## config.mk

```make
export PLATFORM = sky130hd
export DESIGN_NAME = wch_status_tracker
export DESIGN_NICKNAME = d
export VERILOG_FILES = /design/src/rtl/wch_status_pkg.sv /design/src/rtl/wch_done_counter.sv /design/src/rtl/wch_wr_tracker.sv /design/src/rtl/wch_busy_fsm.sv /design/src/rtl/wch_status_tracker.sv
export SDC_FILE = /design/constraint.sdc
export NUM_CORES = 1
export LEC_CHECK = 0
export ABC_AREA = 1
export BUFFER_PORTS_ARGS = -buffer_cell sky130_fd_sc_hd__buf_2
export CORE_ASPECT_RATIO = 1.5
export CORE_MARGIN = 8
export CORE_UTILIZATION = 49
export DETAILED_ROUTE_END_ITERATION = 12
export PLACE_DENSITY = 0.95
export SLEW_MARGIN = 20
export SYNTH_ARGS = -nofsm -noshare
export SYNTH_HDL_FRONTEND = slang
export SYNTH_HIERARCHICAL = 1
export SYNTH_SLANG_ARGS = --single-unit
```

## constraint.sdc

```tcl
create_clock -name clk -period 2.7 [get_ports clk]
set_clock_uncertainty 0.1 [all_clocks]
set_input_delay 0.135 -clock clk [delete_from_list [all_inputs] [get_ports clk]]
set_output_delay 0.135 -clock clk [all_outputs]
set_load 0.005 [all_outputs]
```

## src/rtl/wch_status_pkg.sv

```systemverilog
package wch_status_pkg;
    localparam int DONE_W  = 3;
    localparam int LVL_W   = 8;
    localparam int OUT_W   = 4;
    localparam int BUSY_LSB = 0;
    localparam int OUT_LSB  = BUSY_LSB + 1;
    localparam int LVL_LSB  = OUT_LSB + OUT_W;
    localparam int DONE_LSB = LVL_LSB + LVL_W;
    localparam int USED_W   = DONE_LSB + DONE_W;

    typedef enum logic [1:0] {
        ST_IDLE  = 2'd0,
        ST_RUN   = 2'd1,
        ST_DRAIN = 2'd2
    } busy_state_t;
endpackage

```

## src/rtl/wch_done_counter.sv

```systemverilog
module wch_done_counter #(
    parameter int W = 3
) (
    input  logic         clk,
    input  logic         rst_n,
    input  logic         inc,
    input  logic         dec,
    input  logic         clr,
    output logic [W-1:0] cnt
);
    localparam logic [W-1:0] TOP = {W{1'b1}};
    logic [W-1:0] cnt_nx;

    always_comb begin
        cnt_nx = cnt;
        unique case ({inc, dec})
            2'b10: if (cnt != TOP) cnt_nx = cnt + 1'b1;
            2'b01: if (cnt != '0)  cnt_nx = cnt - 1'b1;
            2'b11: if (cnt == TOP) cnt_nx = cnt - 1'b1;
            default: cnt_nx = cnt;
        endcase
        if (clr) cnt_nx = '0;
    end

    always_ff @(posedge clk) begin
        if (!rst_n) cnt <= '0;
        else        cnt <= cnt_nx;
    end
endmodule

```

## src/rtl/wch_wr_tracker.sv

```systemverilog
module wch_wr_tracker #(
    parameter int W = 4
) (
    input  logic         clk,
    input  logic         rst_n,
    input  logic         issue,
    input  logic         resp,
    output logic [W-1:0] cnt,
    output logic         err
);
    localparam logic [W-1:0] TOP = {W{1'b1}};
    logic under, over;

    always_comb begin
        under = resp && !issue && (cnt == '0);
        over  = issue && !resp && (cnt == TOP);
        err   = under || over;
    end

    always_ff @(posedge clk) begin
        if (!rst_n) begin
            cnt <= '0;
        end else if (!err) begin
            if (issue && !resp)      cnt <= cnt + 1'b1;
            else if (resp && !issue) cnt <= cnt - 1'b1;
        end
    end
endmodule

```

## src/rtl/wch_busy_fsm.sv

```systemverilog
module wch_busy_fsm
    import wch_status_pkg::*;
#(
    parameter int LW = 8
) (
    input  logic          clk,
    input  logic          rst_n,
    input  logic          cmd_active,
    input  logic          pipe_empty,
    input  logic [LW-1:0] level,
    output busy_state_t   state,
    output logic          busy
);
    busy_state_t state_nx;
    logic drained;

    always_comb begin
        drained  = pipe_empty && (level == '0);
        state_nx = state;
        unique case (state)
            ST_IDLE: begin
                if (cmd_active)   state_nx = ST_RUN;     // T_START
                else if (!drained) state_nx = ST_DRAIN;  // T_LEFTOVER
            end
            ST_RUN: begin
                if (!cmd_active) begin
                    if (drained) state_nx = ST_IDLE;     // T_QUIT
                    else         state_nx = ST_DRAIN;    // T_FINISH
                end
            end
            ST_DRAIN: begin
                if (cmd_active)   state_nx = ST_RUN;     // T_RESTART
                else if (drained) state_nx = ST_IDLE;    // T_DRAINED
            end
            default: state_nx = ST_IDLE;
        endcase
    end

    always_ff @(posedge clk) begin
        if (!rst_n) state <= ST_IDLE;
        else        state <= state_nx;
    end

    always_comb busy = (state != ST_IDLE);
endmodule

```

## src/rtl/wch_status_tracker.sv

```systemverilog
module wch_status_tracker
    import wch_status_pkg::*;
(
    input  logic              clk,
    input  logic              rst_n,
    input  logic              xfer_done,
    input  logic              irq_ack,
    input  logic              wr_issue,
    input  logic              wr_resp,
    input  logic [LVL_W-1:0]  fifo_level,
    input  logic              cmd_active,
    input  logic              pipe_empty,
    input  logic              reg_wr,
    input  logic [31:0]       reg_wdata,
    input  logic              reg_rd,
    output logic [31:0]       reg_rdata,
    output logic              reg_rvalid,
    output logic              wr_err
);
    logic [DONE_W-1:0] done_cnt;
    logic [OUT_W-1:0]  out_cnt;
    logic              done_clr;
    logic              busy;
    busy_state_t       busy_st;
    logic [31:0]       status_word;

    always_comb done_clr = reg_wr && (reg_wdata[DONE_LSB +: DONE_W] == {DONE_W{1'b1}});

    wch_done_counter #(.W(DONE_W)) u_done (
        .clk(clk), .rst_n(rst_n), .inc(xfer_done), .dec(irq_ack),
        .clr(done_clr), .cnt(done_cnt)
    );

    wch_wr_tracker #(.W(OUT_W)) u_wr (
        .clk(clk), .rst_n(rst_n), .issue(wr_issue), .resp(wr_resp),
        .cnt(out_cnt), .err(wr_err)
    );

    wch_busy_fsm #(.LW(LVL_W)) u_busy (
        .clk(clk), .rst_n(rst_n), .cmd_active(cmd_active), .pipe_empty(pipe_empty),
        .level(fifo_level), .state(busy_st), .busy(busy)
    );

    always_comb begin
        status_word = '0;
        status_word[DONE_LSB +: DONE_W] = done_cnt;
        status_word[LVL_LSB  +: LVL_W]  = fifo_level;
        status_word[OUT_LSB  +: OUT_W]  = out_cnt;
        status_word[BUSY_LSB]           = busy;
    end

    always_ff @(posedge clk) begin
        if (!rst_n) begin
            reg_rdata  <= '0;
            reg_rvalid <= 1'b0;
        end else begin
            reg_rvalid <= reg_rd;
            if (reg_rd) reg_rdata <= status_word;
        end
    end
endmodule

```

==> results.sh <==
export IMPL_status="completed"
export IMPL_nFillCells=290
export IMPL_reg2regPathDepth=9
export IMPL_ios=84
export IMPL_cts_root_buf="clkbuf_8"
export IMPL_synth_warning_count=6
export IMPL_place_inst=314
export IMPL_max_slew_margin=0.6560
export IMPL_layout_min_cycle_time_ns=1.505
export IMPL_finalSetupViolCount=0
export IMPL_gp_congestion=0.7748
export IMPL_grt_usage=0.1208
export IMPL_start_util=0.5133
export IMPL_place_worst_setup_slack_ns=0.9615
export IMPL_finalWorstSetupSlack_ns=1.195
export IMPL_hold_path_depth=2
export IMPL_fmax_mhz=664.4
export IMPL_rsz0062_at_grt="no"
export IMPL_synthTopCellsByArea="dfxtp_1, nand2_1, nor2_1"
export IMPL_vdd_drop_max_v=0.0003475
export IMPL_drtAntennaViolNets=0
export IMPL_syn_instance_count=243
export IMPL_htree_levels=1
export IMPL_layout_common_cells="nand2_1, nor2_1, inv_1, buf_2, dfxtp_1"
export IMPL_dieHeight_um=86.46
export IMPL_required_ns=2.77
export IMPL_hp_class="in2reg"
export IMPL_fin_nets=338
export IMPL_seq_area_frac_synth=0.3210
export IMPL_viasPerCell=4.472
export IMPL_final_util=0.5683
export IMPL_drc_errors=0
export IMPL_total_power_mw=1.005
export IMPL_final_common_cell="nand2_1"
export IMPL_io_buffers=38
export IMPL_drive_above_1_share=0.1906
export IMPL_wl_per_cell_um=10.06
export IMPL_synth_seq_cells=26
export IMPL_die_area_um2=5444
export IMPL_p_per_area_nw_per_um2=559.9
export IMPL_postCtsSetupRepairBufs=0
export IMPL_cts_tree="built"
export IMPL_setup_tns_ns=0
export IMPL_synth_top_cell_by_area="dfxtp_1"
export IMPL_dp_hpwl_um=2466
export IMPL_areaGrowthSynthToFinish_pct=10.73
export IMPL_cts_made_buffers=3
export IMPL_antennaDiodeCount=0
export IMPL_grt_pass1_vias=1437
export IMPL_core_um2=3159
export IMPL_num_rows=25
export IMPL_grt_max_degree=34
export IMPL_ys_types=23
export IMPL_drtIter0Drc=88
export IMPL_rrSetupSlack_ns=1.19
export IMPL_cp_end_kind="flop"
export IMPL_cts_repair_resized=0
export IMPL_startpoint_type="flop"
export IMPL_hold_viol=0
export IMPL_synth_top_cell_area_share=0.3210
export IMPL_synth_avg_cell_area_um2=6.673
export IMPL_cts_max_path_buffers=2
export IMPL_syn_area_um2=1622
export IMPL_tightest_slew_ns=0.5160
export IMPL_grt_antenna_before_repair=0
export IMPL_finalNonFillerCells=318
export IMPL_vias=1422
export IMPL_critPathMaxFanout=6
export IMPL_grt_ovfl_total=0
export IMPL_clk_pin_slew_ns=0.09
export IMPL_clk_latency_ns=0.27
export IMPL_maxCapViolations=0
export IMPL_ctsHoldBuffers=0
export IMPL_slew_viol_final=0
export IMPL_p_leak_nw=1.064
export IMPL_critical_path_arrival_ns=1.58
export IMPL_fin_crit_sh=0.5574
export IMPL_crit_type="reg2reg"
export IMPL_routed_wl_um=3200
export IMPL_die_x_um=62.97
export IMPL_cts_sinks=26
export IMPL_firstDrtPassIters=4
export IMPL_grt_first_pass_wirelength_um=5554
-- path summary, 6_finish.rpt --
path,end,start
setup / recovery,u_done/cnt[2],u_done/cnt[0]
hold / removal,u_busy/state[0],cmd_active
setup reg to reg,u_done/cnt[2],u_done/cnt[0]
hold reg to reg,reg_rdata[6],reg_rdata[6]
-- area by class of cell --
class	instances	area [µm²]	share of cell area
Clock buffer	3	41.29	0.02300
Multi-Input combinational cell	168	805.8	0.4488
Clock inverter	1	30.03	0.01672
Inverter	42	157.7	0.08780
Tap cell	40	50.05	0.02787
Timing Repair Buffer	38	190.2	0.1059
Sequential cell	26	520.5	0.2899
-- critical path: stages (launching register included) --
cell,delay (ns)
dfxtp_1,0.39
fa_1,0.45
inv_1,0.06
nand2_1,0.06
nand2_1,0.08
nand2_1,0.05
nand2_1,0.05
nand3_1,0.06
nand2_1,0.06
nor2_1,0.03
-- synth_stat cells, drive strengths merged --
cell and count:
nor2 56, fa 2, o21bai 1, nand4 1, a21oi 5, conb 1
nand2 66, inv 42, and3 1, clkbuf 1, ha 7, nand3b 1
dfxtp 26, buf 21, or2 1, nand3 11
-- sequential cells by signal, summed over array words and instances (netlist names) --
name	flops
reg_rdata	16
u_done/cnt	3
reg_rvalid	1
u_busy/state	2
u_wr/cnt	4
-- metrics by stage --
| stage | hold WS (ns) | instance area [µm²] |
|---|---|---|
| 2_1_floorplan | 0.1554 | 1678 |
| 3_3_place_gp | 0.2841 | 1724 |
| 3_5_place_dp | 0.2918 | 1724 |
| 4_1_cts | 0.01214 | 1795 |
| 5_1_grt | 0.009899 | 1795 |
| 6_report | 0.007017 | 1795 |
-- cells by family after synthesis --
group | share of synthesized area
compound gates | 0.02237
other cells | 0.002313
simple gates | 0.3588
buf+inv | 0.2168
fa+ha+maj | 0.07870
flops | 0.3210
-- where the power goes --
group	leakage, nW	internal [mW]	switching [mW]
Combinational	0.812	0.0961	0.137
Sequential	0.216	0.419	0.0339
Clock	0.0357	0.198	0.121
-- per-layer routing --
metal | global-route usage | wire [µm] | vias up
met5 | 0 | 0 | -
met4 | 0.06875 | 70 | 0
met3 | 0.03355 | 218 | 5
met2 | 0.2292 | 1624 | 43
met1 | 0.1120 | 1286 | 628
li1 | - | - | 746
No activity file was read; power rests on OpenSTA's default activity.
